## config.mk

```make
export PLATFORM = sky130hd
export DESIGN_NAME = adc_par_bus
export DESIGN_NICKNAME = d
export VERILOG_FILES = /design/src/rtl/adc_bus_pkg.sv /design/src/rtl/adc_strobe_edge.sv /design/src/rtl/adc_conv_timer.sv /design/src/rtl/adc_ctrl_reg.sv /design/src/rtl/adc_read_mux.sv /design/src/rtl/adc_par_bus.sv
export SDC_FILE = /design/constraint.sdc
export NUM_CORES = 1
export LEC_CHECK = 0
export ABC_AREA = 0
export BUFFER_PORTS_ARGS = -buffer_cell sky130_fd_sc_hd__buf_2
export CAP_MARGIN = 40
export CORE_ASPECT_RATIO = 1.2
export CORE_UTILIZATION = 45
export DETAILED_ROUTE_END_ITERATION = 6
export GPL_TIMING_DRIVEN = 0
export PLACE_DENSITY = 0.76
export REMOVE_ABC_BUFFERS = 1
export SLEW_MARGIN = 20
export SYNTH_ARGS = -nofsm -noshare
export SYNTH_HDL_FRONTEND = slang
export SYNTH_SLANG_ARGS = --single-unit
export TNS_END_PERCENT = 100
```

## constraint.sdc

```tcl
create_clock -name clk -period 1.9 [get_ports clk]
set_input_delay 0.095 -clock clk [delete_from_list [all_inputs] [get_ports clk]]
set_output_delay 0.095 -clock clk [all_outputs]
set_load 0.02 [all_outputs]
```

## src/rtl/adc_bus_pkg.sv

```systemverilog
// Package: shared constants and types for the parallel-bus converter interface.
// Assumes: results no wider than 16 bits and byte lanes of 8 bits.
package adc_bus_pkg;

    localparam int BYTE_W = 8;

    // Conversion sequencer phases
    typedef enum logic [1:0] {
        CV_IDLE = 2'd0,
        CV_RUN  = 2'd1,
        CV_TAIL = 2'd2
    } conv_state_t;

    // Power policy field held in the low control bits
    typedef enum logic [1:0] {
        PWR_NORMAL  = 2'b00,
        PWR_NORMAL2 = 2'b01,
        PWR_AUTO_SD = 2'b10,
        PWR_AUTO_SB = 2'b11
    } pwr_mode_t;

    // True when the policy sleeps the converter after each conversion
    function automatic logic pwr_is_auto(input logic [1:0] mode);
        return mode[1];
    endfunction

endpackage

```

## src/rtl/adc_strobe_edge.sv

```systemverilog
// Module: registers a level and reports its rising and falling edges.
// Assumes: the level is synchronous to clk; IDLE_LEVEL is the value the
// history register takes in reset, so no edge is seen straight after reset.
module adc_strobe_edge #(
    parameter logic IDLE_LEVEL = 1'b1
) (
    input  logic clk,
    input  logic rst_n,
    input  logic level,
    output logic rose,
    output logic fell
);

    logic prev_q;

    // Keep last cycle's level for edge detection
    always_ff @(posedge clk) begin
        if (!rst_n) begin
            prev_q <= IDLE_LEVEL;
        end else begin
            prev_q <= level;
        end
    end

    assign rose = level & ~prev_q;
    assign fell = ~level & prev_q;

endmodule

```

## src/rtl/adc_conv_timer.sv

```systemverilog
// Module: conversion sequencer. It freezes sample and channel on a start
// edge, counts CONV_TICKS master ticks, waits TAIL_CYCLES clocks, and then
// loads the output register. It also tracks the awake/asleep power state.
// Assumes: CONV_TICKS >= 1 and TAIL_CYCLES >= 1.
module adc_conv_timer
    import adc_bus_pkg::*;
#(
    parameter int RES_W       = 12,
    parameter int CH_W        = 3,
    parameter int CONV_TICKS  = 13,
    parameter int TAIL_CYCLES = 2
) (
    input  logic             clk,
    input  logic             rst_n,
    input  logic             mclk_en,
    input  logic             start_fall,
    input  logic             start_rise,
    input  logic             auto_pd,
    input  logic [RES_W-1:0] samp_code,
    input  logic [CH_W-1:0]  samp_chan,
    output logic             busy,
    output logic             awake,
    output logic [RES_W-1:0] res_code,
    output logic [CH_W-1:0]  res_chan
);

    localparam int TICK_W = (CONV_TICKS  > 1) ? $clog2(CONV_TICKS)  : 1;
    localparam int TAIL_W = (TAIL_CYCLES > 1) ? $clog2(TAIL_CYCLES) : 1;
    localparam logic [TICK_W-1:0] TICK_LAST = TICK_W'(CONV_TICKS - 1);
    localparam logic [TAIL_W-1:0] TAIL_LAST = TAIL_W'(TAIL_CYCLES - 1);

    conv_state_t       state_q;
    logic [TICK_W-1:0] tick_q;
    logic [TAIL_W-1:0] tail_q;
    logic [RES_W-1:0]  hold_code_q;
    logic [CH_W-1:0]   hold_chan_q;
    logic              launch;
    logic              finish;

    assign launch = (state_q == CV_IDLE) && start_fall && awake;
    assign finish = (state_q == CV_TAIL) && (tail_q == TAIL_LAST);
    assign busy   = (state_q != CV_IDLE);

    // Phase sequencing and counters
    always_ff @(posedge clk) begin
        if (!rst_n) begin
            state_q <= CV_IDLE;
            tick_q  <= '0;
            tail_q  <= '0;
        end else begin
            case (state_q)
                CV_IDLE: begin
                    if (launch) begin
                        state_q <= CV_RUN;
                        tick_q  <= '0;
                    end
                end
                CV_RUN: begin
                    if (mclk_en) begin
                        if (tick_q == TICK_LAST) begin
                            state_q <= CV_TAIL;
                            tail_q  <= '0;
                        end else begin
                            tick_q <= tick_q + 1'b1;
                        end
                    end
                end
                CV_TAIL: begin
                    if (finish) begin
                        state_q <= CV_IDLE;
                    end else begin
                        tail_q <= tail_q + 1'b1;
                    end
                end
                default: state_q <= CV_IDLE;
            endcase
        end
    end

    // Freeze sample and channel at the start edge (hold mode)
    always_ff @(posedge clk) begin
        if (!rst_n) begin
            hold_code_q <= '0;
            hold_chan_q <= '0;
        end else if (launch) begin
            hold_code_q <= samp_code;
            hold_chan_q <= samp_chan;
        end
    end

    // Output register loads on the edge where busy drops
    always_ff @(posedge clk) begin
        if (!rst_n) begin
            res_code <= '0;
            res_chan <= '0;
        end else if (finish) begin
            res_code <= hold_code_q;
            res_chan <= hold_chan_q;
        end
    end

    // Power state: sleep after a conversion under auto policy, wake on rising start
    always_ff @(posedge clk) begin
        if (!rst_n) begin
            awake <= 1'b1;
        end else if (!auto_pd) begin
            awake <= 1'b1;
        end else if (start_rise && !busy) begin
            awake <= 1'b1;
        end else if (finish) begin
            awake <= 1'b0;
        end
    end

endmodule

```

## src/rtl/adc_ctrl_reg.sv

```systemverilog
// Module: control register write port. It takes whole-word writes or
// byte-lane writes, and rejects high-half writes whose upper nibble is nonzero.
// Assumes: wr_go is a single-cycle pulse at the start of a write strobe.
module adc_ctrl_reg
    import adc_bus_pkg::*;
#(
    parameter int RES_W = 12
) (
    input  logic             clk,
    input  logic             rst_n,
    input  logic             wr_go,
    input  logic             word_mode,
    input  logic [RES_W-1:0] bus_in,
    output logic [RES_W-1:0] ctrl_q,
    output logic             wr_err
);

    localparam int HI_W = RES_W - BYTE_W;

    logic hben;
    logic hi_bad;

    assign hben   = bus_in[BYTE_W];
    assign hi_bad = !word_mode && hben && (|bus_in[BYTE_W-1:HI_W]);

    // Register update by bus mode and lane
    always_ff @(posedge clk) begin
        if (!rst_n) begin
            ctrl_q <= '0;
        end else if (wr_go) begin
            if (word_mode) begin
                ctrl_q <= bus_in;
            end else if (!hben) begin
                ctrl_q[BYTE_W-1:0] <= bus_in[BYTE_W-1:0];
            end else if (!hi_bad) begin
                ctrl_q[RES_W-1:BYTE_W] <= bus_in[HI_W-1:0];
            end
        end
    end

    // Flag a rejected high-half write for one cycle
    always_ff @(posedge clk) begin
        if (!rst_n) begin
            wr_err <= 1'b0;
        end else begin
            wr_err <= wr_go && hi_bad;
        end
    end

endmodule

```

## src/rtl/adc_read_mux.sv

```systemverilog
// Module: formats the output register onto the bus for word, low-half and
// high-half reads, and drives the output enable.
// Assumes: HI_W + CH_W fits in one byte lane.
module adc_read_mux
    import adc_bus_pkg::*;
#(
    parameter int RES_W = 12,
    parameter int CH_W  = 3
) (
    input  logic             cs_n,
    input  logic             rd_n,
    input  logic             word_mode,
    input  logic             hben,
    input  logic [RES_W-1:0] res_code,
    input  logic [CH_W-1:0]  res_chan,
    output logic [RES_W-1:0] bus_out,
    output logic             bus_oe
);

    localparam int HI_W = RES_W - BYTE_W;

    logic [BYTE_W-1:0] hi_lane;
    logic [RES_W-1:0]  word_val;

    // High lane: upper result bits then channel tag
    always_comb begin
        hi_lane = '0;
        hi_lane[HI_W-1:0]     = res_code[RES_W-1:BYTE_W];
        hi_lane[HI_W +: CH_W] = res_chan;
    end

    // Select the read format and gate it by the strobes
    always_comb begin
        word_val = '0;
        if (word_mode) begin
            word_val = res_code;
        end else if (hben) begin
            word_val[BYTE_W-1:0] = hi_lane;
        end else begin
            word_val[BYTE_W-1:0] = res_code[BYTE_W-1:0];
        end
        bus_oe  = !cs_n && !rd_n;
        bus_out = bus_oe ? word_val : '0;
    end

endmodule

```

## src/rtl/adc_par_bus.sv

```systemverilog
// Module: top of the parallel-bus converter interface. It joins strobe edge
// detection, the conversion sequencer, the control register and the read formatter.
// Assumes: all inputs are synchronous to clk; mclk_en marks master-clock ticks.
module adc_par_bus
    import adc_bus_pkg::*;
#(
    parameter int RES_W       = 12,
    parameter int CH_W        = 3,
    parameter int CONV_TICKS  = 13,
    parameter int TAIL_CYCLES = 2
) (
    input  logic             clk,
    input  logic             rst_n,
    input  logic             mclk_en,
    input  logic             convst_n,
    input  logic             cs_n,
    input  logic             rd_n,
    input  logic             wr_n,
    input  logic             word_mode,
    input  logic [RES_W-1:0] bus_in,
    output logic [RES_W-1:0] bus_out,
    output logic             bus_oe,
    output logic             busy,
    output logic             powered,
    output logic             wr_err,
    output logic [RES_W-1:0] ctrl_q,
    input  logic [RES_W-1:0] samp_code,
    input  logic [CH_W-1:0]  samp_chan
);

    logic             cv_rise;
    logic             cv_fall;
    logic             wr_act;
    logic             wr_go;
    logic             wr_end;
    logic [RES_W-1:0] res_code;
    logic [CH_W-1:0]  res_chan;

    assign wr_act = !cs_n && !wr_n;

    adc_strobe_edge #(.IDLE_LEVEL(1'b1)) u_cv_edge (
        .clk   (clk),
        .rst_n (rst_n),
        .level (convst_n),
        .rose  (cv_rise),
        .fell  (cv_fall)
    );

    adc_strobe_edge #(.IDLE_LEVEL(1'b0)) u_wr_edge (
        .clk   (clk),
        .rst_n (rst_n),
        .level (wr_act),
        .rose  (wr_go),
        .fell  (wr_end)
    );

    adc_conv_timer #(
        .RES_W       (RES_W),
        .CH_W        (CH_W),
        .CONV_TICKS  (CONV_TICKS),
        .TAIL_CYCLES (TAIL_CYCLES)
    ) u_timer (
        .clk        (clk),
        .rst_n      (rst_n),
        .mclk_en    (mclk_en),
        .start_fall (cv_fall),
        .start_rise (cv_rise),
        .auto_pd    (pwr_is_auto(ctrl_q[1:0])),
        .samp_code  (samp_code),
        .samp_chan  (samp_chan),
        .busy       (busy),
        .awake      (powered),
        .res_code   (res_code),
        .res_chan   (res_chan)
    );

    adc_ctrl_reg #(.RES_W(RES_W)) u_ctrl (
        .clk       (clk),
        .rst_n     (rst_n),
        .wr_go     (wr_go),
        .word_mode (word_mode),
        .bus_in    (bus_in),
        .ctrl_q    (ctrl_q),
        .wr_err    (wr_err)
    );

    adc_read_mux #(.RES_W(RES_W), .CH_W(CH_W)) u_rdmux (
        .cs_n      (cs_n),
        .rd_n      (rd_n),
        .word_mode (word_mode),
        .hben      (bus_in[BYTE_W]),
        .res_code  (res_code),
        .res_chan  (res_chan),
        .bus_out   (bus_out),
        .bus_oe    (bus_oe)
    );

    // The end of a write strobe needs no action
    logic unused_ok;
    assign unused_ok = wr_end;

endmodule

```

* After elaboration in Yosys (flattened, before gate mapping)
Index checks and enable logic that the tools add are counted.
** Word-level totals
- Flip-flop bits (word level) :: 53
- Word-level logic and storage cells :: 81
** Cells by class
- Equal/unequal tests :: 11
- Bitwise logic cells :: 8
- Multiplexer cells :: 21
- $add $sub $neg :: 2
- Reductions and logical operators :: 26
** Operator list (count)
- 12-bit 2-to-1 mux :: 2
- 4-bit 2-to-1 mux :: 6
- 8-bit 2-to-1 mux :: 3
- 4-bit AND reduction :: 3
- 2-bit != test (second input constant) :: 5
- 1-bit logical AND :: 9
- 2-bit 2-to-1 mux :: 4
- 4-bit case mux with 2 select lines :: 1
- 2-bit nonzero test :: 4
- 2-bit by 1-bit != test with 1-bit output (second input constant) :: 3
- 2-bit case mux with 3 select lines :: 1
- 1-bit zero test :: 5
- 1-bit NOT :: 5
- 4-bit by 1-bit adder with 4-bit output (second input constant) :: 1
- 4-bit equality test (second input constant) :: 1
- 4-bit OR reduction :: 1
- 1-bit AND :: 3
- 1-bit 2-to-1 mux :: 3
- 3-bit AND reduction :: 1
- 3-bit OR reduction :: 1
- 2-bit by 1-bit equality test with 1-bit output (second input constant) :: 1
- 2-bit equality test (second input constant) :: 1
- 2-bit zero test :: 1
- 1-bit case mux with 2 select lines :: 1
- 2 further kinds :: 2

* Depth between registers and ports, before layout
Gate-level depths: netlist (run 1).
- Word-level depth :: 6
- Depth in mapped cells :: 6
- Gate-level depth less buffers :: 6

* By module
Synthesis (run 1) repeated with hierarchy kept, for this count alone.
** Unflattened totals
- Cell total of the unflattened synthesis :: 291
- Area total of the unflattened synthesis :: 2394.8 um^2
** Modules (own cells, without submodules)
- adc_conv_timer :: area an instance 1576.5 um^2, cells an instance 183, instances 1
- adc_ctrl_reg :: area an instance 573.0 um^2, cells an instance 67, instances 1
- adc_read_mux :: area an instance 163.9 um^2, cells an instance 32, instances 1
- adc_strobe_edge :: area an instance 38.8 um^2, cells an instance 4, instances 2
- adc_par_bus :: area an instance 3.8 um^2, cells an instance 1, instances 1

* Least setup slack after synthesis (run 1)
OpenSTA, ideal clock, no wires.
- Path kind :: register -> register
- Start point :: register u_timer.state_q[1]
- End point :: register u_timer.hold_chan_q[0]
- Slack :: 0.571 ns
- Cell stages (with the launch flop) :: 7
- Arrival time :: 1.259 ns
- Clock period less this slack :: 1.329 ns
- Buffers on the path :: 2
- Path through :: dfxtp_1 > nor2_1 > and4b_1 > clkbuf_1 > buf_2 > nand2_1 > a21oi_1
** On the way
- Longest elaborated chain between the ends :: 3
** Ends and longest elaborated chain
- from (decl) :: line adc_conv_timer.sv:32 : conv_state_t state_q;
- from (signal assigned) :: line adc_conv_timer.sv:47 : state_q <= CV_IDLE;
- from (signal assigned) :: line adc_conv_timer.sv:54 : state_q <= CV_RUN;
- from (signal assigned) :: line adc_conv_timer.sv:61 : state_q <= CV_TAIL;
- 2-bit zero test :: line adc_conv_timer.sv:40 : assign launch = (state_q == CV_IDLE) && start_fall && awake;
- 1-bit logical AND (2 in a row) :: line adc_conv_timer.sv:40
- to (signal assigned) :: line adc_conv_timer.sv:87 : hold_chan_q <= samp_chan;
- to (decl) :: line adc_conv_timer.sv:36 : logic [CH_W-1:0] hold_chan_q;
No other way between the ends.
A chain may end at the register's enable or synchronous reset.

* Worst setup path after layout (run 1)
- Start point :: input wr_n
- End point :: register u_ctrl.ctrl_q[2]
** On the way
- Longest elaborated chain between the ends :: 4
** Ends and longest elaborated chain
- from (decl) :: line adc_par_bus.sv:18 : input logic wr_n,
- 1-bit zero test :: line adc_par_bus.sv:39 : assign wr_act = !cs_n && !wr_n;
- 1-bit logical AND :: line adc_par_bus.sv:39
- 1-bit AND :: line adc_strobe_edge.sv:25 : assign rose = level & ~prev_q;
- 2-bit AND reduction (no source line)
- to (signal assigned) :: line adc_ctrl_reg.sv:32 : ctrl_q <= bus_in;
- to (signal, indexed assignment) :: line adc_ctrl_reg.sv:34 : ctrl_q[BYTE_W-1:0] <= bus_in[BYTE_W-1:0];
- to (signal, indexed assignment) :: line adc_ctrl_reg.sv:36 : ctrl_q[RES_W-1:BYTE_W] <= bus_in[HI_W-1:0];
- to (decl) :: line adc_ctrl_reg.sv:14 : output logic [RES_W-1:0] ctrl_q,
No other way between the ends.

==> results.txt, run 1 <==
Pwr dens -> 818 nW/um^2
Setup crit end kind -> flip-flop
Fill cell count -> 451
Setup violations, final -> 0
Die Width -> 65.6 um
Vias per cell -> 5.17
Worst EP required -> 2100 ps
Ranking of synthesized cells by area -> dfxtp_1 (49%), nand2_1 (16%), a21oi_1 (11%)
Startpoint Class -> primary input
Post-route ant nets -> 0
Worst setup path class -> primary input to flip-flop
Synth Area in XOR/XNOR -> 0%
Fin crit share -> 90.3%
Synth Cell Area -> 2180 sq um
CORE AREA -> 4630 sq um
Number of placed I/O pins -> 63
Share of the synthesized area in the top cell type -> 48.6%
Pre-Repair DR Iteration Count -> 4
Via count -> 2068
Final core utilization -> 57.8%
Adder-cell share of the synthesized area -> 1.15%
Routability cong. -> 0.775
Pin count of the biggest net entering global routing -> 45
Highest-count cells in the layout ignoring fill and taps -> nand2_1 (92), buf_2 (63), dfxtp_1 (53)
Clk sinks -> 53
Number of global-route vias before repair -> 1843
Max Cap Viol -> 0
Initial antenna violation count -> 0
Status -> complete, no violations
Peak supply drop -> 404 uV
Clock-pin slew on the worst setup and hold paths -> 100 ps
Register area -> 1060 sq um
ANT cells -> 0
Syn_area_per_cell -> 7.68 sq um
Layout cells sized above 1 -> 22.8%
Worst skew pair latency -> 310 ps
Commonest non-fill, non-tap cell in the layout -> nand2_1
Synth Register Bits -> 53
CTS Buf Count -> 5
Largest area contributor in the netlist -> dfxtp_1
Remaining Overflow, GRT -> 0
WL per Instance -> 12.1 um
Drt total wl -> 4830 um
CTS tree -> done
Layout Nets -> 378
Min Tclk post-route -> 1720 ps
Crit Path Max Fanout -> 8
Worst Hold Class -> primary input to flip-flop
Post-Place Cells -> 387
Multi-input logic area -> 1020 sq um
Fmax -> 583 MHz
Die area -> 5130 sq um
CTS H-tree lvls -> 2
Root Driver -> clkbuf_8
Worst EP arrival -> 1920 ps
Cells after synthesis -> 284
Post-synthesis mux area share -> 1.38%
Drc violations -> 0
DR iter-0 viols -> 93
Simple-gate area share of the yosys netlist -> 28.3%
Cell row count -> 27
RSZ-0062 raised after global routing -> false
Clk buf depth -> 2
Design area -> 2670 sq um
Worst-Margin Slew -> 747 ps
Main combinational cell family by area after synthesis -> simple AND/OR/NAND/NOR gates
Resize count post-CTS -> 0
Placed inst area -> 2510 sq um
Yosys cell types -> 32
Die Ht -> 78.3 um
Area delta synth->final -> 22.5%
Place WS -> -37.3 ps
Seq/Total Area, Yosys -> 48.6%
Crit-path slowest cell -> dlygate4sd3_1
Final hold violation count -> 0
Synthesis Warnings -> 0
Crit-path cells -> dlygate4sd3_1, buf_2, nor3_1, buf_2, nand2_1, nand2_1, a21oi_1
Non-Filler Instances -> 400
Crit path largest cell delay -> 540 ps
Port bufs -> 62
Leakage power -> 1.11 nW
Synth Area in Compound Gates -> 15.9%
Max-slew violation count -> 0
Max-slew headroom -> 50.1%
Initial Util -> 47.1%
Clock skew -> 10.4 ps
Total GRT Usage -> 19.7%
HPWL after detailed placement -> 3250 um
Power, Total -> 0.00219 W
Final WS setup -> 184 ps
First-pass GRT wire length -> 7820 um
==> final cells by class <==
cell class | instances | share of cell area (%)
Clock buffer | 7 | 3.23
Clock inverter | 1 | 1.12
Timing Repair Buffer | 69 | 14.2
Tap cell | 58 | 2.71
Inverter | 6 | 0.842
Multi-Input combinational cell | 206 | 38.2
Sequential cell | 53 | 39.7
==> registers in the layout (all words and copies together), names as in the netlist <==
signal	cells
u_timer.res_chan	3
u_timer.hold_code_q	12
u_cv_edge.prev_q	1
u_timer.awake	1
u_ctrl.wr_err	1
u_timer.hold_chan_q	3
u_timer.tick_q	4
u_timer.res_code	12
u_ctrl.ctrl_q	12
u_timer.tail_q	1
u_timer.state_q	2
u_wr_edge.prev_q	1
==> cells in the mapped netlist (all sizes together) <==
| cell type | n |
|---|---|
| nor2b | 2 |
| nor2 | 8 |
| or4 | 1 |
| and3 | 6 |
| clkbuf | 15 |
| nand2b | 3 |
| a21oi | 49 |
| nand4 | 3 |
| buf | 4 |
| o2111ai | 1 |
| a31oi | 2 |
| nand4b | 1 |
| nand3 | 13 |
| dfxtp | 53 |
| nand3b | 2 |
| nand2 | 92 |
| inv | 6 |
| and4b | 1 |
| ha | 2 |
| a21bo | 1 |
| nor3 | 5 |
| o32ai | 1 |
| or3 | 1 |
| nor3b | 1 |
| mux2i | 3 |
| or2 | 1 |
| o22ai | 2 |
| o211ai | 1 |
| a211oi | 4 |
==> power by group <==
group          total [W]  leakage, nW  switching, W  internal [W]
combinational   0.000231        0.620      0.000140     0.0000912
clock           0.000789       0.0585      0.000359      0.000430
sequential       0.00117        0.431     0.0000198       0.00115
total            0.00219         1.11      0.000519       0.00167
==> final timing paths <==
| path | startpoint | to | slack (ps) | depth (start not counted) |
|---|---|---|---|---|
| max | wr_n | u_ctrl.ctrl_q[2]$_SDFFE_PN0P_ | 180 | 7 |
| min | samp_code[5] | u_timer.hold_code_q[5]$_SDFFE_PN0P_ | 9 | 3 |
| max reg2reg | u_timer.state_q[1]$_SDFFE_PN0P_ | u_timer.hold_code_q[11]$_SDFFE_PN0P_ | 370 | 4 |
| min reg2reg | u_ctrl.ctrl_q[1]$_SDFFE_PN0P_ | u_timer.awake$_SDFFE_PP1P_ | 420 | 1 |
==> kinds of logic (layout without fill, tap and decap cells) <==
| kind of cell | after synthesis | count (layout) |
|---|---|---|
| AO/OA/AOI/OAI | 61 | 61 |
| buffers and inverters | 25 | 83 |
| flip-flops | 53 | 53 |
| multiplexers | 3 | 3 |
| AND/OR/NAND/NOR | 140 | 140 |
| adder cells (fa/ha/maj) | 2 | 2 |
==> metal layers <==
metal	up-vias	GRT usage, %	share of wire [%]
met4	0	7.83	1.7
met5	-	0	0
met2	60	35.3	50
li1	1065	-	-
met1	938	21.8	43
met3	5	4.94	4.8
==> critical path, delay by kind of cell <==
family / cells / cell delay [ps]
buffers and inverters: 3 / 950
and+or+nand+nor: 3 / 790
AOI/OAI and AO/OA: 1 / 70
==> through the flow <==
step | setup TNS, ps | hold WS [ps]
6_report | 0 | 8.97
5_1_grt | 0 | 4.54
3_5_place_dp | -40.1 | 304
4_1_cts | 0 | 4.81
3_3_place_gp | -206 | 296
2_1_floorplan | 0 | 168
==> repair_timing <==
action,4_1_cts,5_1_grt
setup buffers,2,0
hold buffers,3,0
setup endpoints to repair,3,0
hold endpoints to repair,2,0
Note: power is estimated with default switching activity, not from simulation.
==> run 2, diff against run 1 <==
Settings changed: HOLD_SLACK_MARGIN set to 0.02.
==> results.txt, run 2 (synthesis gave the netlist of run 1 again) <==
Status -> complete, no violations
RSZ-0062 raised after global routing -> false
CORE AREA -> 4630 sq um
Max-slew headroom -> 49.0%
Setup violations, final -> 0
Final WS setup -> 183 ps
Worst setup path class -> primary input to flip-flop
Area delta synth->final -> 28.5%
Fin crit share -> 90.4%
Place WS -> -37.3 ps
Die area -> 5130 sq um
Pre-Repair DR Iteration Count -> 4
Placed inst area -> 2510 sq um
Drt total wl -> 4950 um
Highest-count cells in the layout ignoring fill and taps -> nand2_1 (92), buf_2 (63), dfxtp_1 (53)
Worst-Margin Slew -> 763 ps
Setup crit end kind -> flip-flop
Design area -> 2800 sq um
Top flop regs -> u_ctrl.ctrl_q: 12 flops, u_timer.hold_code_q: 12 flops, u_timer.res_code: 12 flops
Initial Util -> 47.1%
Via count -> 2134
Min Tclk post-route -> 1720 ps
Multi-input logic area -> 1020 sq um
Worst skew pair latency -> 310 ps
Worst EP required -> 2100 ps
Worst Hold Class -> primary input to flip-flop
Leakage power -> 1.16 nW
Final hold violation count -> 0
First-pass GRT wire length -> 8020 um
Root Driver -> clkbuf_8
Peak supply drop -> 414 uV
Fill cell count -> 443
Number of placed I/O pins -> 63
Die Width -> 65.6 um
ANT cells -> 0
Number of global-route vias before repair -> 1895
Clock-pin slew on the worst setup and hold paths -> 90 ps
Drc violations -> 0
Initial antenna violation count -> 0
Vias per cell -> 5.17
CTS Buf Count -> 5
Die Ht -> 78.3 um
Startpoint Class -> primary input
CTS tree -> done
Worst EP arrival -> 1920 ps
Layout Nets -> 391
Routability cong. -> 0.775
Resize count post-CTS -> 0
Layout cells sized above 1 -> 22.0%
Pwr dens -> 788 nW/um^2
Post-route ant nets -> 0
Cell row count -> 27
Register area -> 1060 sq um
Remaining Overflow, GRT -> 0
WL per Instance -> 12.0 um
Max-slew violation count -> 0
Crit Path Max Fanout -> 8
Port bufs -> 62
Commonest non-fill, non-tap cell in the layout -> nand2_1
Pin count of the biggest net entering global routing -> 45
Clk sinks -> 53
Clock skew -> 7.56 ps
HPWL after detailed placement -> 3250 um
Clk buf depth -> 2
Fmax -> 582 MHz
Max Cap Viol -> 0
CTS H-tree lvls -> 2
DR iter-0 viols -> 109
Total GRT Usage -> 20.1%
-- run 2: cell types whose count changed in the layout (fill, tap and decap cells not counted) --
cell / previous run / this run
dlygate4sd3_1: 3 / 16
-- run 2: per-stage QoR --
stage	instances	TNS (ps)	total power (W)	util (%)	hold WS, ps
after floorplan	265	0	0.00132	-	168
after global placement	385	-206	0.00141	53.7	296
after detailed placement	387	-40.1	0.00142	54.3	304
after CTS	413	0	0.00223	60.6	21.9
after global routing	413	0	0.00230	60.6	24.8
final	413	0	0.00221	60.6	31.9
-- run 2: power breakdown --
| part | switching, W | internal [W] | leakage [nW] |
|---|---|---|---|
| Combinational | 0.000145 | 0.000109 | 0.674 |
| Sequential | 0.0000201 | 0.00115 | 0.431 |
| Clock | 0.000359 | 0.000430 | 0.0585 |
-- run 2: area by class of cell --
| cell class | instances | area share, % |
|---|---|---|
| repair buffers | 82 | 18.2 |
| clock inverters | 1 | 1.07 |
| inverters | 6 | 0.803 |
| well taps | 58 | 2.59 |
| clock buffers | 7 | 3.08 |
| multi-input cells | 206 | 36.4 |
| flip-flops and latches | 53 | 37.8 |
-- run 2: path summary, 6_finish.rpt --
check / from / end / slack, ps / depth (start not counted)
max reg2reg: u_timer.state_q[1]$_SDFFE_PN0P_ / u_timer.hold_code_q[11]$_SDFFE_PN0P_ / 360 / 4
min: samp_code[11] / u_timer.hold_code_q[11]$_SDFFE_PN0P_ / 30 / 3
max: wr_n / u_ctrl.ctrl_q[2]$_SDFFE_PN0P_ / 180 / 7
min reg2reg: u_ctrl.ctrl_q[1]$_SDFFE_PN0P_ / u_timer.awake$_SDFFE_PP1P_ / 420 / 1
-- run 2: what timing repair did --
action,CTS,global route
buffers inserted,2,0
hold buffers,16,0
endpoints found under the hold margin,15,0
setup endpoints to repair,3,0
-- run 2: metal layers --
layer / vias to the layer above / global-route usage [%] / part of all wire [%]
met3: 6 / 4.94 / 4.3
li1: 1090 / - / -
met2: 53 / 35.8 / 50
met1: 985 / 22.6 / 44
met5: - / 0 / 0
met4: 0 / 7.83 / 1.7
-- run 2: critical path, cell delays in order --
cell,delay [ps]
dlygate4sd3_1,540
buf_2,140
nor3_1,420
buf_2,270
nand2_1,210
nand2_1,160
a21oi_1,70
==> run 3, diff against run 2 <==
Settings changed: CORE_UTILIZATION 45 to 51, PLACE_DENSITY 0.76 to 0.79.
==> results.txt, run 3 (synthesis gave the netlist of run 1 again) <==
Status -> complete, no violations
Setup TNS -> 0 ps
Setup crit end kind -> flip-flop
Worst setup path class -> primary input to flip-flop
Pre-Repair DR Iteration Count -> 4
Root Driver -> clkbuf_8
Layout Nets -> 388
Total GRT Usage -> 24.1%
Pwr dens -> 745 nW/um^2
Area delta synth->final -> 25.9%
CTS H-tree lvls -> 2
Clock-pin slew on the worst setup and hold paths -> 90 ps
Vias per cell -> 5.16
First-pass GRT wire length -> 8110 um
Max-slew headroom -> 49.3%
HPWL after detailed placement -> 3420 um
Worst-Margin Slew -> 759 ps
Hold Buf Count CTS -> 13
Fmax -> 586 MHz
Die area -> 4550 sq um
R2r setup slk -> 250 ps
ANT cells -> 0
CTS Buf Count -> 5
Post-CTS Setup Repair Bufs -> 0
Final hold violation count -> 0
Worst R2R Path Depth -> 4
Worst EP arrival -> 1900 ps
Min Tclk post-route -> 1710 ps
Remaining Overflow, GRT -> 0
Placed inst area -> 2520 sq um
WL per Instance -> 12.5 um
Fin crit share -> 89.8%
Worst EP required -> 2100 ps
Initial antenna violation count -> 0
Worst hold slack -> 27.3 ps
Drt total wl -> 5080 um
Clock skew -> 9.97 ps
RSZ-0062 raised after global routing -> false
Crit Path Max Fanout -> 8
Top flop regs -> u_ctrl.ctrl_q: 12 flops, u_timer.hold_code_q: 12 flops, u_timer.res_code: 12 flops
Flop pwr share -> 57.0%
Clk sinks -> 53
Design area -> 2750 sq um
Worst r2r dst -> u_timer.hold_chan_q[0]$_SDFFE_PN0P_
Startpoint Class -> primary input
Leakage power -> 1.13 nW
Setup violations, final -> 0
Clk pwr share -> 30.6%
R2R Path Start -> u_timer.state_q[1]$_SDFFE_PN0P_
Port bufs -> 62
Hold path start -> samp_code[10]
Int Pwr -> 0.00151 W
Hold depth -> 3
Sw Ratio -> 26.1%
Max Cap Viol -> 0
P_sw -> 0.000534 W
Highest-count cells in the layout ignoring fill and taps -> nand2_1 (92), buf_2 (63), dfxtp_1 (53)
DR iter-0 viols -> 118
Worst Hold Class -> primary input to flip-flop
Worst skew pair latency -> 310 ps
CTS tree -> done
Layout cells sized above 1 -> 21.9%
Initial Util -> 54.5%
Die Width -> 61.7 um
Peak supply drop -> 506 uV
Place WS -> 283 ps
CORE AREA -> 4000 sq um
Commonest non-fill, non-tap cell in the layout -> nand2_1
Pin count of the biggest net entering global routing -> 45
Final WS setup -> 194 ps
Number of placed I/O pins -> 63
Die Ht -> 73.7 um
Cell row count -> 25
Hold Crit Endpoint -> u_timer.hold_code_q[10]$_SDFFE_PN0P_
Number of global-route vias before repair -> 1908
Resize count post-CTS -> 0
Via count -> 2095
Logic pwr share -> 12.4%
Post-route ant nets -> 0
Clk buf depth -> 2
Max-slew violation count -> 0
Drc violations -> 0
Routability cong. -> 0.798
[run 3: worst max-delay path: stages]
cell	delay, ps
dlygate4sd3_1	530
buf_2	130
nor3_1	430
buf_2	270
nand2_1	190
nand2_1	170
a21oi_1	70
[run 3: worst max-delay path by stage]
stage                                           endpoint                             from  cells past startpoint  slack [ps]
after floorplan            u_ctrl.ctrl_q[0]$_SDFFE_PN0P_      u_wr_edge.prev_q$_SDFF_PN0_                      4         380
after global placement    u_timer.tick_q[1]$_SDFFE_PN0P_  u_timer.state_q[1]$_SDFFE_PN0P_                      4         -50
after detailed placement   u_ctrl.ctrl_q[4]$_SDFFE_PN0P_                        word_mode                      5         280
after CTS                  u_ctrl.ctrl_q[2]$_SDFFE_PN0P_                             wr_n                      7         240
after global routing       u_ctrl.ctrl_q[2]$_SDFFE_PN0P_                             wr_n                      7         100
final                      u_ctrl.ctrl_q[2]$_SDFFE_PN0P_                             wr_n                      7         190
[run 3: power by group through the flow]
stage               Sequential (W)  Combinational (W)  Clock, W
finish                     0.00117           0.000253  0.000626
global route               0.00117           0.000280  0.000680
CTS                        0.00117           0.000250  0.000635
detailed placement         0.00119           0.000229         0
global placement           0.00119           0.000213         0
floorplan                  0.00121           0.000111         0
[run 3: final cells by class]
| type | count | area, sq um |
|---|---|---|
| sequential | 53 | 1060 |
| multi-input combinational | 206 | 1020 |
| tap | 54 | 67.6 |
| fill | 387 | 1260 |
| timing repair buffer | 79 | 487 |
| clock inverter | 2 | 15.0 |
| inverter | 6 | 22.5 |
| clock buffer | 6 | 72.6 |
[run 3: stage by stage]
step / instances / util (%) / total power, W
5_1_grt: 406 / 68.6 / 0.00213
6_report: 406 / 68.6 / 0.00205
2_1_floorplan: 265 / - / 0.00132
3_5_place_dp: 384 / 62.9 / 0.00142
4_1_cts: 405 / 68.3 / 0.00205
3_3_place_gp: 381 / 62.0 / 0.00140
[run 3: routing by layer]
layer | routed length (um) | up-vias | track usage (%)
met1 | 2290 | 941 | 27.0
met2 | 2480 | 53 | 42.7
li1 | - | 1093 | -
met4 | 95 | 0 | 9.63
met5 | 0 | - | 0
met3 | 220 | 8 | 5.99
